File: src/rtl/dmaf_pkg.sv
package dmaf_pkg;
    localparam int NUM_CH  = 4;
    localparam int CH_W    = $clog2(NUM_CH);
    localparam int BYTE_W  = 8;
    localparam int WORD_W  = 2 * BYTE_W;
    localparam int PAGE_W  = 8;
    localparam int ADDR_W  = PAGE_W + WORD_W;
    localparam int PORT_W  = 8;
    localparam int OFS_W   = 4;
    localparam int VAL_BIT = 2;

    localparam logic [OFS_W-1:0] OFS_CMD     = 4'h8;
    localparam logic [OFS_W-1:0] OFS_REQ     = 4'h9;
    localparam logic [OFS_W-1:0] OFS_MASK1   = 4'hA;
    localparam logic [OFS_W-1:0] OFS_MODE    = 4'hB;
    localparam logic [OFS_W-1:0] OFS_CLRPTR  = 4'hC;
    localparam logic [OFS_W-1:0] OFS_MCLR    = 4'hD;
    localparam logic [OFS_W-1:0] OFS_UNMASK  = 4'hE;
    localparam logic [OFS_W-1:0] OFS_MASKALL = 4'hF;

    function automatic logic [PORT_W-1:0] page_port(input int ch);
        case (ch)
            0:       return 8'h87;
            1:       return 8'h83;
            2:       return 8'h81;
            default: return 8'h82;
        endcase
    endfunction

    typedef struct packed {
        logic              cmd_wr;
        logic              req_wr;
        logic              mask1_wr;
        logic              mode_wr;
        logic              clrptr_wr;
        logic              mclr_wr;
        logic              unmask_wr;
        logic              maskall_wr;
        logic              stat_rd;
        logic              chan_acc;
        logic [NUM_CH-1:0] addr_wr;
        logic [NUM_CH-1:0] cnt_wr;
        logic [NUM_CH-1:0] page_wr;
    } dec_t;
endpackage

File: src/rtl/dmaf_decode.sv
module dmaf_decode
    import dmaf_pkg::*;
(
    input  logic [PORT_W-1:0] io_addr,
    input  logic              io_wr,
    input  logic              io_rd,
    output dec_t              dec,
    output logic [NUM_CH-1:0] page_hit,
    output logic              reg_hit
);
    logic [OFS_W-1:0] ofs;
    logic             rd_e;
    logic             chan_port;

    assign ofs       = io_addr[OFS_W-1:0];
    assign reg_hit   = (io_addr[PORT_W-1:OFS_W] == '0);
    assign rd_e      = io_rd && !io_wr;
    assign chan_port = reg_hit && !ofs[OFS_W-1];

    assign dec.cmd_wr     = io_wr && reg_hit && (ofs == OFS_CMD);
    assign dec.req_wr     = io_wr && reg_hit && (ofs == OFS_REQ);
    assign dec.mask1_wr   = io_wr && reg_hit && (ofs == OFS_MASK1);
    assign dec.mode_wr    = io_wr && reg_hit && (ofs == OFS_MODE);
    assign dec.clrptr_wr  = io_wr && reg_hit && (ofs == OFS_CLRPTR);
    assign dec.mclr_wr    = io_wr && reg_hit && (ofs == OFS_MCLR);
    assign dec.unmask_wr  = io_wr && reg_hit && (ofs == OFS_UNMASK);
    assign dec.maskall_wr = io_wr && reg_hit && (ofs == OFS_MASKALL);
    assign dec.stat_rd    = rd_e && reg_hit && (ofs == OFS_CMD);
    assign dec.chan_acc   = (io_wr || rd_e) && chan_port;

    for (genvar g = 0; g < NUM_CH; g++) begin : g_dec
        assign dec.addr_wr[g] = io_wr && chan_port && (ofs[CH_W:1] == CH_W'(g)) && !ofs[0];
        assign dec.cnt_wr[g]  = io_wr && chan_port && (ofs[CH_W:1] == CH_W'(g)) && ofs[0];
        assign page_hit[g]    = (io_addr == page_port(g));
        assign dec.page_wr[g] = io_wr && page_hit[g];
    end
endmodule

File: src/rtl/dmaf_chan.sv
module dmaf_chan
    import dmaf_pkg::*;
(
    input  logic              clk,
    input  logic              rst_n,
    input  logic              addr_wr,
    input  logic              cnt_wr,
    input  logic              page_wr,
    input  logic              mode_wr,
    input  logic              hi_sel,
    input  logic [BYTE_W-1:0] wdata,
    input  logic              step_en,
    output logic [WORD_W-1:0] cur_addr,
    output logic [WORD_W-1:0] cur_cnt,
    output logic [WORD_W-1:0] base_addr,
    output logic [WORD_W-1:0] base_cnt,
    output logic [BYTE_W-1:0] mode,
    output logic [PAGE_W-1:0] page,
    output logic              tc_pulse
);
    typedef struct packed {
        logic [WORD_W-1:0] cur_addr;
        logic [WORD_W-1:0] base_addr;
        logic [WORD_W-1:0] cur_cnt;
        logic [WORD_W-1:0] base_cnt;
        logic [BYTE_W-1:0] mode;
        logic [PAGE_W-1:0] page;
    } chan_t;

    chan_t chan_q, chan_d;
    logic  step_go;

    function automatic logic [WORD_W-1:0] put_byte(input logic [WORD_W-1:0] w,
                                                   input logic hi,
                                                   input logic [BYTE_W-1:0] b);
        logic [WORD_W-1:0] r;
        r = w;
        if (hi) r[WORD_W-1:BYTE_W] = b;
        else    r[BYTE_W-1:0]      = b;
        return r;
    endfunction

    always_comb begin
        chan_d   = chan_q;
        step_go  = step_en && !addr_wr && !cnt_wr;
        tc_pulse = step_go && (chan_q.cur_cnt == '0);
        if (step_go) begin
            chan_d.cur_addr = chan_q.cur_addr + WORD_W'(1);
            chan_d.cur_cnt  = chan_q.cur_cnt - WORD_W'(1);
        end
        if (addr_wr) begin
            chan_d.cur_addr  = put_byte(chan_q.cur_addr, hi_sel, wdata);
            chan_d.base_addr = put_byte(chan_q.base_addr, hi_sel, wdata);
        end
        if (cnt_wr) begin
            chan_d.cur_cnt  = put_byte(chan_q.cur_cnt, hi_sel, wdata);
            chan_d.base_cnt = put_byte(chan_q.base_cnt, hi_sel, wdata);
        end
        if (mode_wr) chan_d.mode = wdata;
        if (page_wr) chan_d.page = wdata;
    end

    always_ff @(posedge clk) begin
        if (!rst_n) chan_q <= '0;
        else        chan_q <= chan_d;
    end

    assign cur_addr  = chan_q.cur_addr;
    assign cur_cnt   = chan_q.cur_cnt;
    assign base_addr = chan_q.base_addr;
    assign base_cnt  = chan_q.base_cnt;
    assign mode      = chan_q.mode;
    assign page      = chan_q.page;

    a_r8_step_counts: assert property (@(posedge clk) disable iff (!rst_n)
        step_en && !addr_wr && !cnt_wr |=>
            (cur_addr == $past(cur_addr) + WORD_W'(1)) && (cur_cnt == $past(cur_cnt) - WORD_W'(1)));

    a_r8_idle_hold: assert property (@(posedge clk) disable iff (!rst_n)
        !step_en && !addr_wr && !cnt_wr |=> $stable(cur_addr) && $stable(cur_cnt));

    a_r9_wrap_flag: assert property (@(posedge clk) disable iff (!rst_n)
        step_en && !addr_wr && !cnt_wr && (cur_cnt == '0) |-> tc_pulse);

    a_r7_page_hold: assert property (@(posedge clk) disable iff (!rst_n)
        !page_wr |=> $stable(page));
endmodule

File: src/rtl/dmaregs_front.sv
module dmaregs_front
    import dmaf_pkg::*;
(
    input  logic                     clk,
    input  logic                     rst_n,
    input  logic [PORT_W-1:0]        io_addr,
    input  logic                     io_wr,
    input  logic                     io_rd,
    input  logic [BYTE_W-1:0]        io_wdata,
    output logic [BYTE_W-1:0]        io_rdata,
    input  logic [NUM_CH-1:0]        xfer_step,
    output logic [NUM_CH*ADDR_W-1:0] ch_addr,
    output logic [NUM_CH*WORD_W-1:0] ch_count,
    output logic [NUM_CH*WORD_W-1:0] ch_base_addr,
    output logic [NUM_CH*WORD_W-1:0] ch_base_count,
    output logic [NUM_CH*BYTE_W-1:0] ch_mode,
    output logic [NUM_CH-1:0]        ch_mask,
    output logic [NUM_CH-1:0]        tc_flags,
    output logic [NUM_CH-1:0]        sw_req,
    output logic [BYTE_W-1:0]        cmd_out
);
    typedef struct packed {
        logic [NUM_CH-1:0] mask;
        logic [NUM_CH-1:0] tc;
        logic [NUM_CH-1:0] req;
        logic [BYTE_W-1:0] cmd;
        logic              ptr;
    } ctl_t;

    ctl_t              ctl_q, ctl_d;
    dec_t              dec;
    logic [NUM_CH-1:0] page_hit;
    logic              reg_hit;
    logic [OFS_W-1:0]  ofs;
    logic [NUM_CH-1:0] tc_pulse;
    logic [CH_W-1:0]   wsel;
    logic [CH_W-1:0]   rsel;
    logic [WORD_W-1:0] rword;
    logic [WORD_W-1:0] cur_addr_w [NUM_CH];
    logic [WORD_W-1:0] cur_cnt_w  [NUM_CH];
    logic [PAGE_W-1:0] page_w     [NUM_CH];

    assign ofs  = io_addr[OFS_W-1:0];
    assign wsel = io_wdata[CH_W-1:0];
    assign rsel = ofs[CH_W:1];

    dmaf_decode u_dec (
        .io_addr  (io_addr),
        .io_wr    (io_wr),
        .io_rd    (io_rd),
        .dec      (dec),
        .page_hit (page_hit),
        .reg_hit  (reg_hit)
    );

    for (genvar g = 0; g < NUM_CH; g++) begin : g_ch
        dmaf_chan u_ch (
            .clk       (clk),
            .rst_n     (rst_n),
            .addr_wr   (dec.addr_wr[g]),
            .cnt_wr    (dec.cnt_wr[g]),
            .page_wr   (dec.page_wr[g]),
            .mode_wr   (dec.mode_wr && (wsel == CH_W'(g))),
            .hi_sel    (ctl_q.ptr),
            .wdata     (io_wdata),
            .step_en   (xfer_step[g] && !ctl_q.mask[g]),
            .cur_addr  (cur_addr_w[g]),
            .cur_cnt   (cur_cnt_w[g]),
            .base_addr (ch_base_addr[g*WORD_W +: WORD_W]),
            .base_cnt  (ch_base_count[g*WORD_W +: WORD_W]),
            .mode      (ch_mode[g*BYTE_W +: BYTE_W]),
            .page      (page_w[g]),
            .tc_pulse  (tc_pulse[g])
        );
        assign ch_addr[g*ADDR_W +: ADDR_W]  = {page_w[g], cur_addr_w[g]};
        assign ch_count[g*WORD_W +: WORD_W] = cur_cnt_w[g];
    end

    always_comb begin
        ctl_d = ctl_q;
        if (dec.chan_acc)   ctl_d.ptr = ~ctl_q.ptr;
        if (dec.clrptr_wr)  ctl_d.ptr = 1'b0;
        if (dec.cmd_wr)     ctl_d.cmd = io_wdata;
        if (dec.req_wr)     ctl_d.req[wsel] = io_wdata[VAL_BIT];
        if (dec.mask1_wr)   ctl_d.mask[wsel] = io_wdata[VAL_BIT];
        if (dec.unmask_wr)  ctl_d.mask = '0;
        if (dec.maskall_wr) ctl_d.mask = '1;
        if (dec.stat_rd)    ctl_d.tc = '0;
        ctl_d.tc = ctl_d.tc | tc_pulse;
        if (dec.mclr_wr) begin
            ctl_d.mask = '1;
            ctl_d.cmd  = '0;
            ctl_d.req  = '0;
            ctl_d.tc   = '0;
            ctl_d.ptr  = 1'b0;
        end
    end

    always_ff @(posedge clk) begin
        if (!rst_n) begin
            ctl_q      <= '0;
            ctl_q.mask <= '1;
        end else begin
            ctl_q <= ctl_d;
        end
    end

    always_comb begin
        io_rdata = '0;
        rword    = ofs[0] ? cur_cnt_w[rsel] : cur_addr_w[rsel];
        if (reg_hit) begin
            if (!ofs[OFS_W-1])
                io_rdata = ctl_q.ptr ? rword[WORD_W-1:BYTE_W] : rword[BYTE_W-1:0];
            else if (ofs == OFS_CMD)
                io_rdata = BYTE_W'({ctl_q.req, ctl_q.tc});
        end else begin
            for (int c = 0; c < NUM_CH; c++)
                if (page_hit[c]) io_rdata = page_w[c];
        end
    end

    assign ch_mask  = ctl_q.mask;
    assign tc_flags = ctl_q.tc;
    assign sw_req   = ctl_q.req;
    assign cmd_out  = ctl_q.cmd;

    a_r10_master_clear: assert property (@(posedge clk) disable iff (!rst_n)
        dec.mclr_wr |=> (ch_mask == '1) && (tc_flags == '0) && (sw_req == '0) && (cmd_out == '0));

    a_r3_ptr_toggle: assert property (@(posedge clk) disable iff (!rst_n)
        dec.chan_acc |=> ctl_q.ptr != $past(ctl_q.ptr));

    a_r3_ptr_clear: assert property (@(posedge clk) disable iff (!rst_n)
        dec.clrptr_wr |=> !ctl_q.ptr);

    a_r9_status_clear: assert property (@(posedge clk) disable iff (!rst_n)
        dec.stat_rd && (tc_pulse == '0) |=> tc_flags == '0);

    a_r9_flag_sticky: assert property (@(posedge clk) disable iff (!rst_n)
        !dec.stat_rd && !dec.mclr_wr |=> (tc_flags & $past(tc_flags)) == $past(tc_flags));

    a_r5_mask_all: assert property (@(posedge clk) disable iff (!rst_n)
        dec.maskall_wr |=> ch_mask == '1);

    a_r5_unmask_all: assert property (@(posedge clk) disable iff (!rst_n)
        dec.unmask_wr |=> ch_mask == '0);

    a_r4_single_mask: assert property (@(posedge clk) disable iff (!rst_n)
        dec.mask1_wr |=> $countones(ch_mask ^ $past(ch_mask)) <= 1);
endmodule

File: config.mk
export PLATFORM = sky130hd
export DESIGN_NAME = dmaregs_front
export DESIGN_NICKNAME = d
export VERILOG_FILES = /design/src/rtl/dmaf_pkg.sv /design/src/rtl/dmaf_decode.sv /design/src/rtl/dmaf_chan.sv /design/src/rtl/dmaregs_front.sv
export SDC_FILE = /design/constraint.sdc
export NUM_CORES = 1
export LEC_CHECK = 0
export BUFFER_PORTS_ARGS = -buffer_cell sky130_fd_sc_hd__clkbuf_2
export CAP_MARGIN = 20
export CELL_PAD_IN_SITES_DETAIL_PLACEMENT = 0
export CELL_PAD_IN_SITES_GLOBAL_PLACEMENT = 1
export CORE_UTILIZATION = 45
export CTS_BUF_LIST = sky130_fd_sc_hd__clkbuf_4 sky130_fd_sc_hd__clkbuf_8
export CTS_CLUSTER_SIZE = 20
export DETAILED_ROUTE_END_ITERATION = 6
export PLACE_DENSITY = 0.86
export SYNTH_ARGS = -nofsm -noshare
export SYNTH_HDL_FRONTEND = slang
export SYNTH_SLANG_ARGS = --single-unit
File: constraint.sdc
create_clock -name clk -period 4.6 [get_ports clk]
set_clock_uncertainty 0.05 [all_clocks]
set_input_delay 0.23 -clock clk [delete_from_list [all_inputs] [get_ports clk]]
set_output_delay 0.23 -clock clk [all_outputs]
set_load 0.01 [all_outputs]
; ---- Word level (Yosys, flattened, before mapping)
; Index checks and enable logic that the tools add are counted.
[totals]
wordCells = 269
ff_bits = 341
[op_classes]
bitwise_logic = 4
addsub = 8
muxes = 56
eq_ne = 34
magnitude_cmp = 3
reduce_logical = 119
[op_table]
columns = operator, n
row1 = $mux W32, 8
row2 = $mux W16, 13
row3 = $mux W8, 26
row4 = $add A16 B1 Y16 const B, 4
row5 = $bmux W16 S2, 2
row6 = $logic_not A16 Y1, 4
row7 = $reduce_and A2 Y1, 32
row8 = $sub A16 B1 Y16 const B, 4
row9 = $logic_and A1 B1 Y1, 52
row10 = $eq A4 B4 Y1 const B, 8
row11 = $eq A8 B8 Y1 const B, 4
row12 = $ne A2 B2 Y1 const B, 16
row13 = $reduce_bool A2 Y1, 9
row14 = $logic_not A1 Y1, 15
row15 = $mux W4, 3
row16 = $bwmux W4, 2
row17 = $eq A2 B2 Y1 const B, 4
row18 = $reduce_or A3 Y1, 2
row19 = $eq A2 B1 Y1 const B, 2
row20 = $logic_not A2 Y1, 2
row21 = $logic_not A4 Y1, 1
row22 = $or A4 B4 Y4, 1
row23 = $ge A3 B3 Y1 const B, 1
row24 = $lt A2 B3 Y1 const B, 1
row25 = 7 further kinds, 8

; ---- Depth between registers and ports, before layout
[logic_depth]
ltp_word = 10
depth_mapped = 9
depth_no_buf = 7

; ---- Cells and area by module
; A second synthesis with hierarchy kept.
[unflattened]
hier_cells = 2168
hier_area_um2 = 17423.0
[modules_own_cells]
columns = module, area_per_inst_um2, cells_per_inst, seq_area_each_um2, n_inst
row1 = dmaf_chan at g_ch[1].u_ch ..., 3647.2, 458, 1601.5, 3
row2 = dmaf_chan at g_ch[0].u_ch, 3694.8, 464, 1601.5, 1
row3 = dmaregs_front, 2504.9, 283, 420.4, 1
row4 = dmaf_decode, 281.5, 47, 0.0, 1

; ---- Worst setup path before layout
; OpenSTA, ideal clock, no wires.
[synth_path]
path_type = input to output
startpoint = input port io_addr[3]
endpoint = output port io_rdata[0]
cell_stages = 7
t_arrival_ps = 2078
required_time_ps = 4320
slack_ps = 2242
path_buffers = 2
cell_sequence = buf_2 -> or4_1 -> clkbuf_1 -> or3_1 -> or3_1 -> a2bb2oi_1 -> a221o_1
[synth_via]
elab_chain_cells = 6
word_cells_on_any_way = 12
[synth_lines]
columns = element, line_no
row1 = from (decl), dmaregs_front.sv:6  ; input logic [PORT_W-1:0] io_addr,
row2 = $eq A8 B8 Y1, dmaf_decode.sv:34  ; assign page_hit[g] = (io_addr == page_port(g));
row3 = $mux W8 (4 in a row), dmaregs_front.sv:118  ; if (page_hit[c]) io_rdata = page_w[c];
row4 = $mux W8 (*), dmaregs_front.sv:111  ; if (reg_hit) begin
row5 = to (decl), dmaregs_front.sv:10  ; output logic [BYTE_W-1:0] io_rdata,
; Every way passes the cells marked *; elsewhere a longest branch is shown, timed or not.

; ---- Worst setup path after layout
[layout_path]
startpoint = register ctl_q[0] (netlist name)
endpoint = output port io_rdata[0]
[layout_via]
elab_chain_cells = 3
[layout_lines]
columns = element, line_no
row1 = from (decl), dmaregs_front.sv:30  ; ctl_t ctl_q, ctl_d;
row2 = from (signal assigned), dmaregs_front.sv:104  ; ctl_q <= ctl_d;
row3 = $mux W8, dmaregs_front.sv:113  ; io_rdata = ctl_q.ptr ? rword[WORD_W-1:BYTE_W] : rword[BYTE_W-1:0];
row4 = $mux W8, dmaregs_front.sv:112  ; if (!ofs[OFS_W-1])
row5 = $mux W8, dmaregs_front.sv:111
; Every way passes these cells.

==> run_results.csv <==
group,metric,value,unit
logic_synthesis,yosys_warnings,0,
clock_network,cts_root_buf,"clkbuf_8",
timing,fmax,0.2832,GHz
pwr,leakagePower,8.252,nW
timing,finalSetupViolations,0,
global_route,track_usage,0.3632,
critical_path,cp_max_fo,35,
logic_synthesis,ys_dominant_reg_cell,"dfxtp_1",
place,place.gp.congestion,0.9630,
timing,rsz0062_at_grt,"false",
logic_synthesis,async_flop_share,0,
logic_synthesis,synth.avg_cell_area,8.064,µm²
layout,nNetsFinal,2497,
layout,syn2layout_area_growth,20.07,%
critical_path,start_kind,"flop",
routing,drt_wl_total,73660,µm
floorplan,fp.dieW,198.5,µm
timing,period_share,0.7675,
clock_network,cts_tree,"built",
pwr,peakVddDrop,0.2285,mV
logic_synthesis,yosysMostFrequentCell,"nand2_1",
clock_network,clk_latency,670,ps
routing,drtIter0Drc,2096,
floorplan,die_h,198.5,µm
routing,dr.pass1.iters,5,
routing,wire_per_inst,24.40,µm
timing,slew_violations,0,
floorplan,initial_core_util,0.4592,
floorplan,ios,372,
hold_path,min-delay-path-class,"input port to flop",
layout,drive_gt1_frac,0.2432,
critical_path,worstSetupPathType,"flop to output pin",
logic_synthesis,synth-seq-area-share,0.3928,
critical_path,critPathCaptureType,"output pin",
outcome,status,"finished clean",
floorplan,rows,71,
logic_synthesis,yosys_register_bits,341,
pwr,powerDensity,307.7,nW/µm²
routing,route.detailed.drc,0,
timing,fin_crit,3531,ps
clock_network,ctsResizeCount,0,
logic_synthesis,synth_area,17380,µm²
run,max_cap_violations,0,
clock_network,clkTransAtPathRegs,70,ps
logic_synthesis,synth_area_leader_cell,"dfxtp_1",
logic_synthesis,ys_top_cells_by_area,"dfxtp_1 39%, nand2_1 8.2%, a21oi_1 7.4%",
routing,ant_nets,0,
global_route,grt_start_max_net_pins,150,
clock_network,cts.htree.levels,2,
routing,avgViaCountPerCell,6.257,
critical_path,cp_data_arrival_time,3250,ps
logic_synthesis,synth_common_cells,"381 x nand2_1, 341 x dfxtp_1, 257 x a21oi_1",
global_route,first_global_vias,17180,
logic_synthesis,syn-instance-count,2155,
pwr,power,0.006420,W
timing,max_slew_margin,0.2927,
place,io_buffers,371,
floorplan,core,37840,µm²
logic_synthesis,syn-num-nets,2191,
timing,tightest_slew,1053,ps
layout,diodes,0,
critical_path,required,4320,ps
logic_synthesis,yosysTopAreaCellShare,0.3928,
clock_network,cts_made_buffers,59,
global_route,antenna_found_initial,3,
routing,vias,18890,
layout,seqCellArea,6828,µm²
clock_network,clockBufferDepth,3,
logic_synthesis,ys_types,83,
timing,fin_tns_setup,0,ps
global_route,grt_pass1_wl,107600,µm
layout,fillers,3689,
global_route,gr-total-overflow,0,
floorplan,die_area,39410,µm²
clock_network,clock_sinks,341,
logic_synthesis,synth_edf_count,0,
place,dp_hpwl,50970,µm
timing,hold_violations,0,
layout,multi_input_area,9778,µm²
-- path summary, 6_finish.rpt --
kind	start	endpoint	slack, ps	cells past startpoint
max	ctl_q[0]$_SDFFE_PP0P_	io_rdata[0]	1070	6
min	io_addr[1]	ctl_q[0]$_SDFFE_PP0P_	70	4
max reg2reg	ctl_q[0]$_SDFFE_PP0P_	g_ch[1].u_ch.cur_cnt[12]$_SDFFE_PN0P_	1420	5
min reg2reg	g_ch[2].u_ch.mode[0]$_SDFFE_PN0P_	g_ch[2].u_ch.mode[0]$_SDFFE_PN0P_	390	2
-- cell usage in the layout, fill, tap and decap left out, types with 32 or more instances in the layout --
master,Yosys,layout
a21oi_1,257,257
buf_4,3,41
clkbuf_2,0,370
clkbuf_8,0,79
dfxtp_1,341,340
mux2i_1,65,65
mux4_2,32,32
nand2_1,381,381
nand3_1,119,119
nor2_1,155,155
nor3_1,41,40
o211ai_1,33,33
o21ai_0,95,95
-- flip-flops by register name, indices dropped and copies added (netlist names) --
signal	count
ch_mask	4
cmd_out	8
ctl_q	1
g_ch.u_ch.base_addr	64
g_ch.u_ch.base_cnt	64
g_ch.u_ch.cur_addr	64
g_ch.u_ch.cur_cnt	64
g_ch.u_ch.mode	32
g_ch.u_ch.page	32
sw_req	4
tc_flags	4
-- area by class of cell --
type                       instances  share of cell area
clock inverter                    10            0.004438
tap                              511             0.03064
clock buffer                      98             0.05895
sequential                       341              0.3272
timing repair buffer             414              0.1054
multi-input combinational       1621              0.4686
inverter                          24            0.004677
-- critical path: stages, from the launching register on --
cell and delay, ps:
dfxtp_2 950, mux4_2 640, nor2b_1 160, a211oi_1 220, a21oi_1 70, a221o_1 390
clkbuf_2 160
-- cells by family (layout without fill, tap and decap cells) --
kind of cell,count (synthesis),after routing,synth area share
xor gates and xnor gates,1,1,0.0005041
AOI/OAI and AO/OA,613,613,0.2225
buffers and inverters,193,546,0.04565
and+or+nand+nor,896,896,0.2497
adders and majority gates,12,12,0.008640
muxes,99,99,0.08021
DFF,341,341,0.3928
-- metrics by stage --
| stage | worst slack, ps | hold WS, ps | cells | cell area (µm²) | utilization |
|---|---|---|---|---|---|
| final | 1069 | 66.10 | 3019 | 20870 | 0.5513 |
| after global routing | 985.2 | 108.5 | 3019 | 20870 | 0.5513 |
| after CTS | 1109 | 44.95 | 3019 | 20870 | 0.5513 |
| after detailed placement | 1259 | 377.3 | 2909 | 19520 | 0.5159 |
| after global placement | 1324 | 373.4 | 2908 | 19520 | 0.5157 |
| after floorplan | 2242 | 404.1 | 2155 | 17380 | - |
-- per-layer routing --
layer	part of all wire	track usage	vias up
li1	-	-	8470
met1	0.39	0.4812	8987
met2	0.44	0.5544	1202
met3	0.11	0.07630	227
met4	0.054	0.1917	4
met5	0.00035	0	-
-- power breakdown --
group | total [W] | switching, W | internal, W
Combinational | 0.000357 | 0.000273 | 0.0000832
Sequential | 0.00297 | 0.0000107 | 0.00296
Clock | 0.00309 | 0.00135 | 0.00174
-- timing repair --
| action | in CTS | in global routing |
|---|---|---|
| buffers inserted | 0 | 0 |
| hold buffers | 2 | 0 |
| hold endpoints to repair | 5 | 0 |
(Power assumes the default switching activity.)
